[src/rtl/mp_seq_pkg.sv]
package mp_seq_pkg;
  typedef enum logic [2:0] {PH_IDLE, PH_PRE, PH_DATA, PH_WAIT, PH_ACK} phase_t;
  localparam int REPLY_BASE    = 112;
  localparam int REPLY_SPACING = 10;
  localparam int ACK_TICKS     = 128;
endpackage

[src/rtl/mp_reply_window.sv]
module mp_reply_window #(
  parameter int NCLI   = 16,
  parameter int RT_W   = 8,
  parameter int WAIT_W = 13
) (
  input  logic [NCLI-1:0]   mask,
  input  logic [RT_W-1:0]   rtime,
  output logic [WAIT_W-1:0] wait_len
);
  import mp_seq_pkg::*;
  localparam int PC_W = $clog2(NCLI + 1);

  logic [PC_W-1:0] nclients;

  always_comb begin
    nclients = '0;
    for (int i = 0; i < NCLI; i++)
      nclients = nclients + PC_W'(mask[i]);
  end

  always_comb
    wait_len = WAIT_W'(REPLY_BASE) +
               (WAIT_W'(REPLY_SPACING) + WAIT_W'(rtime)) * WAIT_W'(nclients);
endmodule

[src/rtl/mp_phase_ctr.sv]
module mp_phase_ctr #(
  parameter int CNT_W = 15
) (
  input  logic             clk,
  input  logic             rst,
  input  logic             tick,
  input  logic             load,
  input  logic [CNT_W-1:0] load_val,
  output logic             expire
);
  logic [CNT_W-1:0] cnt;

  always_ff @(posedge clk) begin
    if (rst)                          cnt <= '0;
    else if (load)                    cnt <= load_val;
    else if (tick && cnt > CNT_W'(1)) cnt <= cnt - CNT_W'(1);
  end

  // a count of 0 or 1 ends on the next tick, so a zero length lasts one tick
  assign expire = tick && (cnt <= CNT_W'(1));

  // one step down per tick while the phase is running
  a_r2_count_step: assert property (@(posedge clk) disable iff (rst)
    (tick && !load && cnt > CNT_W'(1)) |=> (cnt == $past(cnt) - CNT_W'(1)));
  // a loaded zero ends the phase on the first tick
  a_r10_zero_one_tick: assert property (@(posedge clk) disable iff (rst)
    (load && load_val == '0) |=> (tick |-> expire));
endmodule

[src/rtl/mp_xfer_seq.sv]
module mp_xfer_seq #(
  parameter int NCLI       = 16,
  parameter int RT_W       = 8,
  parameter int LEN_W      = 14,
  parameter int SEQ_W      = 12,
  parameter int SLOT_W     = 3,
  parameter int HOST_SLOT  = 1,
  parameter int QUIET_SLOT = 5
) (
  input  logic              clk,
  input  logic              rst,
  input  logic              tick,
  input  logic              start,
  input  logic [SLOT_W-1:0] start_slot,
  input  logic [NCLI-1:0]   client_mask,
  input  logic [RT_W-1:0]   reply_time,
  input  logic [LEN_W-1:0]  pre_len,
  input  logic [LEN_W-1:0]  data_len,
  input  logic [SEQ_W-1:0]  seq_reg,
  input  logic              replies_ok,
  input  logic              retry_room,
  output logic              busy,
  output logic              irq_start,
  output logic              irq_txend,
  output logic              irq_ack,
  output logic              listen_req,
  output logic              done,
  output logic [SEQ_W+3:0]  seq_field
);
  import mp_seq_pkg::*;

  localparam int WAIT_MAX = REPLY_BASE + (REPLY_SPACING + (1 << RT_W) - 1) * NCLI;
  localparam int WAIT_W   = $clog2(WAIT_MAX + 1);
  localparam int CNT_W    = ((WAIT_W > LEN_W) ? WAIT_W : LEN_W) + 1;

  phase_t             phase;
  logic [SLOT_W-1:0]  slot_q;
  logic [NCLI-1:0]    mask_q;
  logic [RT_W-1:0]    rt_q;
  logic [LEN_W-1:0]   pre_q, data_q;
  logic [WAIT_W-1:0]  wait_len;
  logic               expire, ld;
  logic [CNT_W-1:0]   ld_val;
  logic               is_host, is_quiet;

  assign is_host  = (slot_q == SLOT_W'(HOST_SLOT));
  assign is_quiet = (slot_q == SLOT_W'(QUIET_SLOT));
  assign busy     = (phase != PH_IDLE);

  mp_reply_window #(.NCLI(NCLI), .RT_W(RT_W), .WAIT_W(WAIT_W)) win_i (
    .mask(mask_q), .rtime(rt_q), .wait_len(wait_len));

  mp_phase_ctr #(.CNT_W(CNT_W)) ctr_i (
    .clk(clk), .rst(rst), .tick(tick), .load(ld), .load_val(ld_val), .expire(expire));

  always_comb begin
    ld     = 1'b0;
    ld_val = '0;
    if (phase == PH_IDLE) begin
      ld     = start;
      ld_val = CNT_W'(pre_len);
    end else if (expire) begin
      case (phase)
        PH_PRE:  begin ld = 1'b1;    ld_val = CNT_W'(data_q); end
        PH_DATA: begin ld = is_host; ld_val = CNT_W'(wait_len); end
        PH_WAIT: begin ld = 1'b1;    ld_val = CNT_W'(ACK_TICKS) + CNT_W'(pre_q); end
        default: ;
      endcase
    end
  end

  always_ff @(posedge clk) begin
    if (rst) begin
      phase      <= PH_IDLE;
      slot_q     <= '0;
      mask_q     <= '0;
      rt_q       <= '0;
      pre_q      <= '0;
      data_q     <= '0;
      irq_start  <= 1'b0;
      irq_txend  <= 1'b0;
      irq_ack    <= 1'b0;
      listen_req <= 1'b0;
      done       <= 1'b0;
      seq_field  <= '0;
    end else begin
      irq_start  <= 1'b0;
      irq_txend  <= 1'b0;
      irq_ack    <= 1'b0;
      listen_req <= 1'b0;
      done       <= 1'b0;
      case (phase)
        PH_IDLE: if (start) begin
          phase  <= PH_PRE;
          slot_q <= start_slot;
          mask_q <= client_mask;
          rt_q   <= reply_time;
          pre_q  <= pre_len;
          data_q <= data_len;
        end
        PH_PRE: if (expire) begin
          phase     <= PH_DATA;
          irq_start <= !is_quiet;
          seq_field <= {seq_reg, 4'b0000};
        end
        PH_DATA: if (expire) begin
          irq_txend <= 1'b1;
          if (is_host) begin
            phase      <= PH_WAIT;
            listen_req <= 1'b1;
          end else begin
            phase <= PH_IDLE;
            done  <= 1'b1;
          end
        end
        PH_WAIT: if (expire) begin
          phase     <= PH_ACK;
          irq_start <= !is_quiet;
        end
        PH_ACK: if (expire) begin
          phase     <= PH_IDLE;
          irq_txend <= 1'b1;
          done      <= 1'b1;
          irq_ack   <= replies_ok || !retry_room;
        end
        default: phase <= PH_IDLE;
      endcase
    end
  end

  // the quiet slot never raises the start strobe
  a_r3_quiet_slot: assert property (@(posedge clk) disable iff (rst)
    irq_start |-> !is_quiet);
  // slot held steady while an exchange runs
  a_r9_busy_ignores_start: assert property (@(posedge clk) disable iff (rst)
    (busy && start) |=> $stable(slot_q));
  // listen request only from the host slot, never with done
  a_r6_listen_host: assert property (@(posedge clk) disable iff (rst)
    listen_req |-> (is_host && !done && phase == PH_WAIT));
  // completion interrupt only together with the finished pulse
  a_r7_ack_with_done: assert property (@(posedge clk) disable iff (rst)
    irq_ack |-> (done && irq_txend));
  // finished pulse is one cycle and leaves the block idle
  a_r5_done_pulse: assert property (@(posedge clk) disable iff (rst)
    done |-> (!busy ##1 !done));
endmodule

[config.mk]
export PLATFORM = sky130hd
export DESIGN_NAME = mp_xfer_seq
export DESIGN_NICKNAME = d
export VERILOG_FILES = /design/src/rtl/mp_seq_pkg.sv /design/src/rtl/mp_reply_window.sv /design/src/rtl/mp_phase_ctr.sv /design/src/rtl/mp_xfer_seq.sv
export SDC_FILE = /design/constraint.sdc
export NUM_CORES = 1
export LEC_CHECK = 0
export CAP_MARGIN = 15
export CORE_ASPECT_RATIO = 1.2
export CORE_MARGIN = 1
export CORE_UTILIZATION = 40
export DETAILED_ROUTE_END_ITERATION = 12
export GPL_ROUTABILITY_DRIVEN = 1
export SETUP_SLACK_MARGIN = 0.3
export SYNTH_ARGS = -nofsm -noshare
export SYNTH_HDL_FRONTEND = slang
export SYNTH_HIERARCHICAL = 1
export SYNTH_SLANG_ARGS = --single-unit
[constraint.sdc]
create_clock -name clk -period 7.3 [get_ports clk]
set_clock_uncertainty 0.05 [all_clocks]
set_input_delay 0.73 -clock clk [delete_from_list [all_inputs] [get_ports clk]]
set_output_delay 0.73 -clock clk [all_outputs]
set_load 0.01 [all_outputs]
=== Word-level counts from Yosys, hierarchy flattened ===
Cells that the tools add are included.

* $add $sub $neg: 19
* Multipliers: 1
* $lt $le $gt $ge: 2
* Eq/ne operators: 11
* Multiplexer cells: 20
* Bitwise gates (word level): 5
* Reductions and logical operators: 17

{| class="wikitable"
|+ Operators with widths
! cell !! count
|-
| $add 5x1->5 || 14
|-
| $mux 15 || 4
|-
| $pmux 15 s3 || 1
|-
| $add 8x14->15 const A || 1
|-
| $gt 15x1->1 const B || 1
|-
| $le 15x1->1 const B || 1
|-
| $mux 3 || 5
|-
| $pmux 3 s5 || 1
|-
| $sub 15x1->15 const B || 1
|-
| $add 7x13->13 const A || 1
|-
| $mul 13x5->13 || 1
|-
| $add 4x8->9 const A || 1
|-
| $reduce_or 3->1 || 3
|-
| $ne 2x1->1 const B || 4
|-
| $eq 3x1->1 const B || 2
|-
| $eq 3x2->1 const B || 2
|-
| $eq 3x3->1 const B || 2
|-
| $mux 1 || 6
|-
| $reduce_or 2->1 || 3
|-
| $not 1->1 || 5
|-
| $reduce_and 5->1 || 1
|-
| $pmux 1 s2 || 2
|-
| $reduce_and 2->1 || 2
|-
| $logic_not 3->1 || 1
|-
| 8 further kinds || 10
|}

* Register bits after elaboration: 90
* Input port bits: 73
* Output and inout port bits: 22

=== Longest topological paths before layout ===
Gate-level depths: netlist (run 1).

* Word-level depth: 21
* Mapped depth: 30
* Mapped depth without buffers: 30

=== Hierarchy ===
The synthesis (run 1) kept the hierarchy.

{| class="wikitable"
|+ By module, submodules not included
! module !! times used !! cells each !! area each (um^2)
|-
| mp_xfer_seq || 1 || 439 || 3334.4
|-
| mp_reply_window || 1 || 229 || 1935.6
|-
| mp_phase_ctr || 1 || 107 || 924.6
|}

=== Least setup slack after synthesis (run 1) ===
OpenSTA, ideal clock, no wires.

* Path kind: register to register
* Start: reg mask_q[0]
* End: reg ctr_i.cnt[11]
* Arrival time: 6.886 ns
* Data required time: 7.116 ns
* Slack: 0.231 ns
* Stages on the path, launching flop included: 28
* Buffers on the path: 0
* Period minus slack after synthesis: 7.069 ns
* Cells stage by stage: dfxtp_1 > inv_1 > fa_1 > inv_1 > fa_1 > inv_1 > fa_1 > fa_1 > inv_1 > ha_1 > fa_1 > xnor2_1 > nor2b_1 > fa_1 > inv_1 > fa_1 > fa_1 > inv_1 > fa_1 > a21o_1 > a2111oi_4 > a21oi_2 > xor2_1 > a22oi_1 > o22ai_1 > a21o_1 > nor2_1 > a211oi_1

* Word-level cells in the longest chain between the ends: 21

{| class="wikitable"
|+ Ends and longest elaborated chain
! item !! RTL line !! text
|-
| start: declaration || mp_xfer_seq.sv:38 || <nowiki>logic [NCLI-1:0] mask_q;</nowiki>
|-
| start signal: assignment || mp_xfer_seq.sv:96 || <nowiki>mask_q <= client_mask;</nowiki>
|-
| $add 1x1->2 || mp_reply_window.sv:18 || <nowiki>nclients = nclients + PC_W'(mask[i]);</nowiki>
|-
| $add 5x1->5 (14 in series) || mp_reply_window.sv:18 ||
|-
| $mul 13x5->13 || mp_reply_window.sv:23 || <nowiki>(WAIT_W'(REPLY_SPACING) + WAIT_W'(rtime)) * WAIT_W'(nclients);</nowiki>
|-
| $add 7x13->13 || mp_reply_window.sv:22 || <nowiki>wait_len = WAIT_W'(REPLY_BASE) +</nowiki>
|-
| named net wait_len[11] || mp_xfer_seq.sv:41 || <nowiki>logic [WAIT_W-1:0] wait_len;</nowiki>
|-
| $pmux 15 s3 || mp_xfer_seq.sv:63 || <nowiki>case (phase)</nowiki>
|-
| $mux 15 || mp_xfer_seq.sv:62 || <nowiki>end else if (expire) begin</nowiki>
|-
| $mux 15 || mp_xfer_seq.sv:59 || <nowiki>if (phase == PH_IDLE) begin</nowiki>
|-
| named net ld_val[11] || mp_xfer_seq.sv:43 || <nowiki>logic [CNT_W-1:0] ld_val;</nowiki>
|-
| $mux 15 || mp_phase_ctr.sv:15 || <nowiki>else if (load) cnt <= load_val;</nowiki>
|-
| end signal: assignment || mp_phase_ctr.sv:15 ||
|-
| end signal: assignment || mp_phase_ctr.sv:16 || <nowiki>else if (tick && cnt > CNT_W'(1)) cnt <= cnt - CNT_W'(1);</nowiki>
|-
| end: declaration || mp_phase_ctr.sv:11 || <nowiki>logic [CNT_W-1:0] cnt;</nowiki>
|}

The timed path passes the listed nets, and every way through them passes these cells.
A chain may end at the register's enable or synchronous reset.

=== Worst setup path in the final report (run 1) ===
Ends and elaborated chain as after synthesis.

==> results of run 1 <==
==> through the flow <==
step	hold WS [ns]	setup WS [ns]	util [%]	instance area, um^2
6_report	0.4056	0.2928	51.87	7823
5_1_grt	0.4304	-0.01043	51.87	7823
4_1_cts	0.4071	0.2464	50.71	7647
3_5_place_dp	0.3976	-0.03984	47.48	7161
3_3_place_gp	0.3911	0.06896	47.48	7161
2_1_floorplan	0.3772	0.3125	-	6217
==> worst paths after layout <==
| kind | cells after the start | slack [ns] | start | end |
|---|---|---|---|---|
| worst min register to register | 2 | 0.41 | pre_q[3]$_SDFFE_PP0P_ | pre_q[3]$_SDFFE_PP0P_ |
| worst max register to register | 27 | 0.29 | mask_q[0]$_SDFFE_PP0P_ | ctr_i/cnt[11]$_SDFFE_PP0P_ |
| worst min-delay path | 2 | 0.41 | pre_q[3]$_SDFFE_PP0P_ | pre_q[3]$_SDFFE_PP0P_ |
| worst max-delay path | 27 | 0.29 | mask_q[0]$_SDFFE_PP0P_ | ctr_i/cnt[11]$_SDFFE_PP0P_ |
==> power groups by stage <==
stage / registers (mW) / clock network [mW] / logic, mW
after floorplan: 0.587 / 0 / 0.941
after global routing: 0.602 / 0.506 / 1.79
after detailed placement: 0.605 / 0 / 1.23
after CTS: 0.594 / 0.485 / 1.47
final: 0.595 / 0.471 / 1.61
after global placement: 0.602 / 0 / 1.21
==> layout by cell type (no fill, tap or decap), types with 3 or more instances in the layout <==
cell type	count
a21oi_2	5
clkbuf_16	9
a221oi_1	3
nand2_1	164
buf_4	18
buf_6	3
mux2i_1	12
xnor2_2	3
a211oi_1	7
nand2b_1	8
a311oi_1	4
inv_2	6
ha_1	27
nor2b_1	7
nor3_1	10
a21o_1	4
ha_4	7
inv_1	69
o211ai_1	5
a31oi_1	3
a21oi_1	86
fa_1	29
nand3_1	13
clkbuf_8	3
a22oi_1	3
nor2_1	48
xnor2_1	12
and2_1	8
dfxtp_1	89
xor2_1	12
o21ai_0	16
conb_1	4
clkdlybuf4s50_1	89
and3_1	4
==> metal layers <==
metal	vias up	part of all wire [%]	global-route usage, %
li1	2731	-	-
met1	2603	44	25.68
met2	129	48	34.29
met3	34	3.9	2.762
met4	0	3.6	10.94
met5	-	0	0
==> cell type report <==
class	instances	area (um^2)
clock buffers	12	266.5
well taps	204	255.2
flip-flops and latches	90	1803
multi-input cells	571	4103
repair buffers	111	1065
fillers	1489	7259
clock inverters	4	33.78
inverters	78	296.5
==> cells by family (layout without fill, tap and decap cells) <==
family | after synthesis | after routing | synth area share [%]
and+or+nand+nor | 296 | 296 | 22.48
AOI/OAI and AO/OA | 164 | 164 | 16.34
adders and majority gates | 66 | 66 | 17.09
other | 1 | 4 | 0.06054
DFF | 90 | 90 | 29.09
xor gates and xnor gates | 28 | 28 | 4.080
buffers and inverters | 117 | 205 | 8.746
muxes | 13 | 13 | 2.121
==> sequential cells by signal (all words and copies together), names as in the netlist <==
register	cells
done	1
irq_txend	1
phase	3
mask_q	16
rt_q	8
seq_field	12
irq_ack	1
ctr_i/cnt	15
slot_q	3
pre_q	14
irq_start	1
data_q	14
listen_req	1
==> repair_timing <==
item | in CTS | in global routing
hold buffers | 0 | 0
pin swaps | 16 | 36
buffers inserted | 9 | 7
endpoints found under the setup margin | 7 | 8
endpoints found under the hold margin | 0 | 0
gates resized for setup | 22 | 30
==> worst register-to-register path: stages, from the launching register on <==
cell and delay, ns:
dfxtp_2 0.33, inv_2 0.04, fa_1 0.52, inv_1 0.05, fa_1 0.47, inv_1 0.05, fa_1 0.45, fa_1 0.51
inv_2 0.05, ha_4 0.16, fa_2 0.59, clkinvlp_4 0.18, nor2_2 0.15, fa_1 0.42, inv_1 0.08, fa_1 0.42
fa_1 0.51, inv_2 0.05, fa_2 0.35, a21o_1 0.20, a2111oi_4 0.39, a21oi_2 0.10, xor2_1 0.16, a22oi_1 0.11
o22ai_1 0.20, a21o_1 0.11, nor2_1 0.04, a211oi_1 0.21
==> metrics.md, run 1 <==
| Metric | Value |
|---|---|
| Clock Path Buffers | 2 |
| 1st-pass router iterations | 4 |
| HP Class | reg2reg |
| Leakage | 3.132 nW |
| Minimum clock period | 7.007 ns |
| Post-synthesis cell count | 775 |
| Comb power frac | 60.1% |
| RSZ-0062 raised after global routing | yes |
| Worst-skew pair later-pin latency | 0.35 ns |
| Tightest Pin Transition | 1.084 ns |
| Post-synth EDFFs | 0 |
| Share of cells above drive strength 1 | 11.43% |
| Yosys warns | 6 |
| Synth Area per Inst | 7.993 um^2 |
| Port Buf Inserts | 90 |
| Placer Congestion | 0.8423 |
| Status | complete, no violations |
| Top FF cell, synth | dfxtp_1 |
| Vias in the first global route | 5497 |
| Drt drc | 0 |
| Clk pwr share | 17.6% |
| Leading cell type by number of instances after synthesis | nand2_1 |
| Area Growth Syn to Fin | 26.28% |
| CTS buffer count | 9 |
| Initial antenna violation count | 0 |
| Die width | 115.6 um |
| Final Cycle Share | 95.99% |
| Area contributors post-synth | dfxtp_1, fa_1, nand2_1 |
| Switch Pwr | 1.120 mW |
| Critical Path Source Type | register |
| DR vias/cell | 5.137 |
| Core box area | 15080 um^2 |
| Crit path max fanout | 4 |
| CTS tree | built |
| Leading area contributor after synthesis | dfxtp_1 |
| Synth Register Bits | 90 |
| Non-Filler Instances | 1070 |
| Max cap viols | 0 |
| 1st-iter DRT viols | 354 |
| Post-synth top area share | 29.09% |
| Most common library cells after synthesis | nand2_1, a21oi_1, dfxtp_1 |
| # nets final | 1000 |
| Netlist cell types | 68 |
| WP data arrival | 7.21 ns |
| Post-DP HPWL | 11.22 mm |
| Htree depth | 3 |
| CP Buf/Inv Count | 7 |
| Switching part of the total | 41.93% |
| Die area | 15990 um^2 |
| Crit Path Class | reg2reg |
| Max stage delay cell, worst path | fa_2 |
| Peak VDD IR | 241.8 uV |
| GR Util All Layers | 20.65% |
| Total number of vias | 5497 |
| WP data required | 7.51 ns |
| Cells after DPL | 1038 |
| Die height | 138.3 um |
| Internal | 1.551 mW |
| Final ANT Viol Nets | 0 |
| Top Ports | 95 |
| Final Power | 2.672 mW |
| Cell family with most CP delay | adder cells |
| Synthesized cell area | 6195 um^2 |
| Headroom to the max-slew limit | 27.49% |
| Sink Count | 90 |
| CTS root buffer | clkbuf_16 |
| Largest net degree at the start of global routing | 88 |
| Total grt overflow | 0 |
| Setup TNS | 0 ns |
| Fmax | 0.1427 GHz |
| Pwr Density | 341.5 nW/um^2 |
| First-pass GRT wire length | 26.01 mm |
| Crit end category | register |
| Starting Density | 41.07% |
| Seq/Total Area, Yosys | 29.09% |
| Pins Over Slew Limit | 0 |
| Worst-path clk slew | 0.07 ns |
| Ant diodes | 0 |
| Most used cell, CP | fa_1 |
| Ys async rst share | 0% |
| Row cnt | 49 |
| Setup violators final | 0 |
| Sequential share of power | 22.3% |
| Final hold vios | 0 |
| Drt wl/cell | 14.73 um |
| Final wirelength | 15.76 mm |
| Peak per-stage delay on the critical path | 0.59 ns |
(Power assumes the default switching activity.)
==> run 2: changes to the inputs <==
- clock period: 7.3 -> 8.9 ns (I/O delays scaled with it)
==> run 2 against run 1 <==
Effect of this change:
- non-clock buffer count is 18 lower
- design area is 4.6% lower
- wire length is 4.6% lower
- critical path depth stayed put
- largest cell class unchanged
- highest routed layer unchanged
==> metrics.md, run 2 (synthesis results as in run 1) <==
| Metric | Value |
|---|---|
| Pwr Density | 256.2 nW/um^2 |
| Status | complete, no violations |
| Area Growth Syn to Fin | 20.50% |
| Max stage delay cell, worst path | xnor2_1 |
| Clock Path Buffers | 2 |
| DR vias/cell | 5.053 |
| R2R cell count | 27 |
| Critical Path Source Type | register |
| Leakage | 3.021 nW |
| Most used cell, CP | fa_1 |
| Placer Congestion | 0.8285 |
| Setup TNS | 0 ns |
| CTS buffer count | 9 |
| CTS root buffer | clkbuf_16 |
| Post-CTS resize count | 0 |
| Filler cells | 1500 |
| Tightest Pin Transition | 1.062 ns |
| Setup violators final | 0 |
| Die area | 15990 um^2 |
| Minimum clock period | 7.536 ns |
| Max cap viols | 0 |
| Final ANT Viol Nets | 0 |
| Post-DP HPWL | 10.99 mm |
| Ant diodes | 0 |
| Most frequent cells in the layout | nand2_1, a21oi_1, dfxtp_1, clkdlybuf4s50_1, inv_1 |
| Initial antenna violation count | 0 |
| Final Cycle Share | 84.68% |
| Die height | 138.3 um |
| Final wirelength | 15.04 mm |
| RSZ-0062 raised after global routing | no |
| Max reg flops | 16 |
| Port Buf Inserts | 90 |
| Commonest non-fill, non-tap cell in the layout | nand2_1 |
| Crit path max fanout | 9 |
| Largest register by flop count | mask_q |
| Vias in the first global route | 5362 |
| Hold Slack | 0.4046 ns |
| Post-CTS Setup Bufs | 0 |
| Largest net degree at the start of global routing | 88 |
| Row cnt | 49 |
| Sink Count | 90 |
| Crit end category | register |
| Placed cell area | 7134 um^2 |
| Worst-skew pair later-pin latency | 0.35 ns |
| Core box area | 15080 um^2 |
| Drt drc | 0 |
| Peak VDD IR | 187.2 uV |
| Fmax | 0.1327 GHz |
| 1st-pass router iterations | 4 |
| Final hold vios | 0 |
| WP data arrival | 7.68 ns |
| Worst hold path depth | 2 |
| 1st-iter DRT viols | 327 |
| Share of cells above drive strength 1 | 4.599% |
| Peak per-stage delay on the critical path | 0.57 ns |
| Drt wl/cell | 14.30 um |
| CTS tree | built |
| HP Class | reg2reg |
| Starting Density | 41.07% |
| Final Cell Area | 7465 um^2 |
| CTS hold repair buffers | 0 |
| First-pass GRT wire length | 25.12 mm |
| Total number of vias | 5316 |
| GR Util All Layers | 19.82% |
| Worst-path clk slew | 0.07 ns |
| Total grt overflow | 0 |
| Die width | 115.6 um |
| Top Ports | 95 |
| Htree depth | 3 |
| WP data required | 9.04 ns |
| Headroom to the max-slew limit | 28.97% |
| Crit Path Class | reg2reg |
| # nets final | 982 |
| Largest registers | mask_q (16), ctr_i/cnt (15) |
| Pins Over Slew Limit | 0 |
[run 2: changes by cell type in the layout (fill, tap and decap cells not counted), sizes merged]
cell and delta:
buf -18, bufinv +2, clkbuf -2, clkinv -1, inv +1
[run 2: area by class of cell]
cell class                 count  area (um^2)  area share, %
tap                          204        255.2          3.419
inverter                      78        292.8          3.922
multi-input combinational    571         3866          51.79
sequential                    90         1802          24.14
clock inverter                 6        101.3          1.358
timing repair buffer          93        918.4          12.30
clock buffer                  10        229.0          3.067
[run 2: worst max-delay path: cells and delay by family, from the launching register on]
kind,cells,cell delay (ns)
AOI/OAI and AO/OA,7,1.18
DFF,1,0.33
adders and majority gates,10,4.57
xor gates and xnor gates,2,0.72
buffers and inverters,6,0.32
and+or+nand+nor,2,0.23
[run 2: per-layer routing]
layer  vias up  global-route usage [%]  routed length (um)
met1      2498                   24.60                6735
met5         -                       0                   0
met3        19                   3.025                 570
met4         0                   7.450                 299
li1       2696                       -                   -
met2       103                   34.13                7438
[run 2: final timing paths]
path | to | slack (ns) | startpoint
max | ctr_i/cnt[11]$_SDFFE_PP0P_ | 1.36 | mask_q[0]$_SDFFE_PP0P_
min | pre_q[3]$_SDFFE_PP0P_ | 0.40 | pre_q[3]$_SDFFE_PP0P_
max reg2reg | ctr_i/cnt[11]$_SDFFE_PP0P_ | 1.36 | mask_q[0]$_SDFFE_PP0P_
min reg2reg | pre_q[3]$_SDFFE_PP0P_ | 0.40 | pre_q[3]$_SDFFE_PP0P_
[run 2: metrics by stage]
step | power [mW] | util [%] | setup slack, ns | cells
2_1_floorplan | 1.250 | - | 1.831 | 778
3_3_place_gp | 1.476 | 47.30 | 1.493 | 1036
3_5_place_dp | 1.498 | 47.30 | 1.346 | 1036
4_1_cts | 1.932 | 49.49 | 1.327 | 1052
5_1_grt | 2.101 | 49.49 | 0.8225 | 1052
6_report | 1.912 | 49.49 | 1.364 | 1052
[run 2: report_power, final]
group / internal [mW] / total (mW) / switching [mW]
clock network: 0.250 / 0.426 / 0.176
registers: 0.443 / 0.486 / 0.0432
logic: 0.406 / 1.00 / 0.594
total: 1.10 / 1.91 / 0.813
==> run 3: changes to the inputs <==
- clock period: 8.9 -> 7.11 ns (I/O delays scaled with it)
==> run 3 against run 2 <==
Effect of this change:
- design area is 4.5% higher
- register-to-register slack worse by 1.3 ns
- die area stayed put
- sequential share of layout area is 1.0 points lower
- critical path depth is 1 higher
- largest cell class unchanged
==> metrics.md, run 3 (synthesis results as in run 1) <==
| Metric | Value |
|---|---|
| Setup TNS | 0 ns |
| First-pass GRT wire length | 25.69 mm |
| Share of cells above drive strength 1 | 11.10% |
| Critical Path Source Type | register |
| Area Growth Syn to Fin | 25.95% |
| Pins Over Slew Limit | 0 |
| Final wirelength | 15.50 mm |
| Largest register by flop count | mask_q |
| Beginning of the critical path | mask_q[0]$_SDFFE_PP0P_ |
| Final ANT Viol Nets | 0 |
| Drt wl/cell | 14.50 um |
| Hold path start | seq_field[5]$_SDFFE_PP0P_ |
| Worst hold path depth | 2 |
| Most used cell, CP | fa_1 |
| Non-Filler Instances | 1069 |
| Largest registers | mask_q (16), ctr_i/cnt (15) |
| RSZ-0062 raised after global routing | yes |
| Reg2Reg Capture Point | ctr_i/cnt[10]$_SDFFE_PP0P_ |
| CTS tree | built |
| Total number of vias | 5356 |
| CTS buffer count | 9 |
| Drt drc | 0 |
| Final Power | 2.715 mW |
| Most frequent cells in the layout | nand2_1, dfxtp_1, clkdlybuf4s50_1, a21oi_1, inv_1 |
| Sink Count | 90 |
| Placer Congestion | 0.8276 |
| # nets final | 999 |
| Largest net degree at the start of global routing | 88 |
| Initial antenna violation count | 0 |
| R2R cell count | 28 |
| Slack of the worst reg-to-reg path | 0.09 ns |
| Hold Slack | 0.4044 ns |
| Final hold vios | 0 |
| Placed cell area | 7224 um^2 |
| Core box area | 15080 um^2 |
| Status | complete, no violations |
| Hold endpoint | seq_field[5]$_SDFFE_PP0P_ |
| Htree depth | 3 |
| Final Cell Area | 7802 um^2 |
| Total grt overflow | 0 |
| Reg2reg start | mask_q[0]$_SDFFE_PP0P_ |
| Commonest non-fill, non-tap cell in the layout | nand2_1 |
| Worst-path clk slew | 0.07 ns |
| Setup violators final | 0 |
| Row cnt | 49 |
| Crit path max fanout | 7 |
| Pwr Density | 347.9 nW/um^2 |
| Setup WS pre-CTS | -0.1099 ns |
| Die width | 115.6 um |
| 1st-pass router iterations | 5 |
| Crit Path Class | reg2reg |
| WP data arrival | 7.17 ns |
| WP data required | 7.26 ns |
| Leakage | 3.106 nW |
| CTS root buffer | clkbuf_16 |
| Die height | 138.3 um |
| Peak per-stage delay on the critical path | 0.54 ns |
| Fmax | 0.1425 GHz |
| Setup ws final | 0.09082 ns |
| Post-DP HPWL | 11.25 mm |
| Final core occ | 51.73% |
| Max stage delay cell, worst path | fa_1 |
| HP Class | reg2reg |
| Max cap viols | 0 |
| Tightest Pin Transition | 1.091 ns |
| Top Ports | 95 |
| Cells after DPL | 1037 |
| DR vias/cell | 5.010 |
| Die area | 15990 um^2 |
| Final Cycle Share | 98.72% |
| Port Buf Inserts | 90 |
| Ant diodes | 0 |
| Starting Density | 41.07% |
| Max reg flops | 16 |
| GR Util All Layers | 20.40% |
| Headroom to the max-slew limit | 27.01% |
| Peak VDD IR | 232.5 uV |
| Worst-skew pair later-pin latency | 0.35 ns |
| Vias in the first global route | 5359 |
| Clock Path Buffers | 2 |
| 1st-iter DRT viols | 303 |
| Minimum clock period | 7.019 ns |
| Crit end category | register |
-- run 3: cell types whose count changed in the layout (fill, tap and decap cells not counted), sizes merged --
| cell | delta |
|---|---|
| buf | +17 |
| bufinv | -2 |
| clkinvlp | +1 |
| inv | +1 |
-- run 3: power by group --
group          switching [mW]  internal [mW]  total [mW]
sequential             0.0541          0.555       0.609
clock                   0.221          0.250       0.471
combinational           0.876          0.758        1.63
total                    1.15           1.56        2.71
-- run 3: worst max path at each step --
stage / to / slack, ns / cells after the start
finish: ctr_i/cnt[10]$_SDFFE_PP0P_ / 0.09 / 28
global route: ctr_i/cnt[11]$_SDFFE_PP0P_ / -0.23 / 27
floorplan: ctr_i/cnt[11]$_SDFFE_PP0P_ / 0.30 / 27
detailed placement: ctr_i/cnt[8]$_SDFFE_PP0P_ / -0.11 / 29
CTS: ctr_i/cnt[11]$_SDFFE_PP0P_ / 0.13 / 27
global placement: ctr_i/cnt[11]$_SDFFE_PP0P_ / 0.05 / 27
-- run 3: cell type report --
type,instances,area (um^2)
fill,1515,7279
multi-input combinational,571,4106
sequential,90,1803
timing repair buffer,110,1057
inverter,78,292.8
tap,204,255.2
clock buffer,10,239.0
clock inverter,6,48.80
-- run 3: what timing repair did --
action	CTS	global route
pin swaps	21	28
setup buffers	6	10
hold endpoints to repair	0	0
hold buffers	0	0
gates resized for setup	21	19
endpoints found under the setup margin	8	8
gates cloned	0	0
-- run 3: routing by layer --
layer,GRT usage [%],wire length (um),vias to the layer above
li1,-,-,2729
met1,25.58,6971,2506
met2,34.79,7652,107
met3,3.463,651,14
met4,7.109,226,0
met5,0,0,-
-- run 3: critical path, delay by kind of cell (launching register included) --
kind | cells | cell delay [ns]
AOI/OAI and AO/OA | 6 | 1.10
buffers and inverters | 7 | 0.46
xor gates and xnor gates | 2 | 0.46
and+or+nand+nor | 3 | 0.25
DFF | 1 | 0.33
adders and majority gates | 10 | 4.22
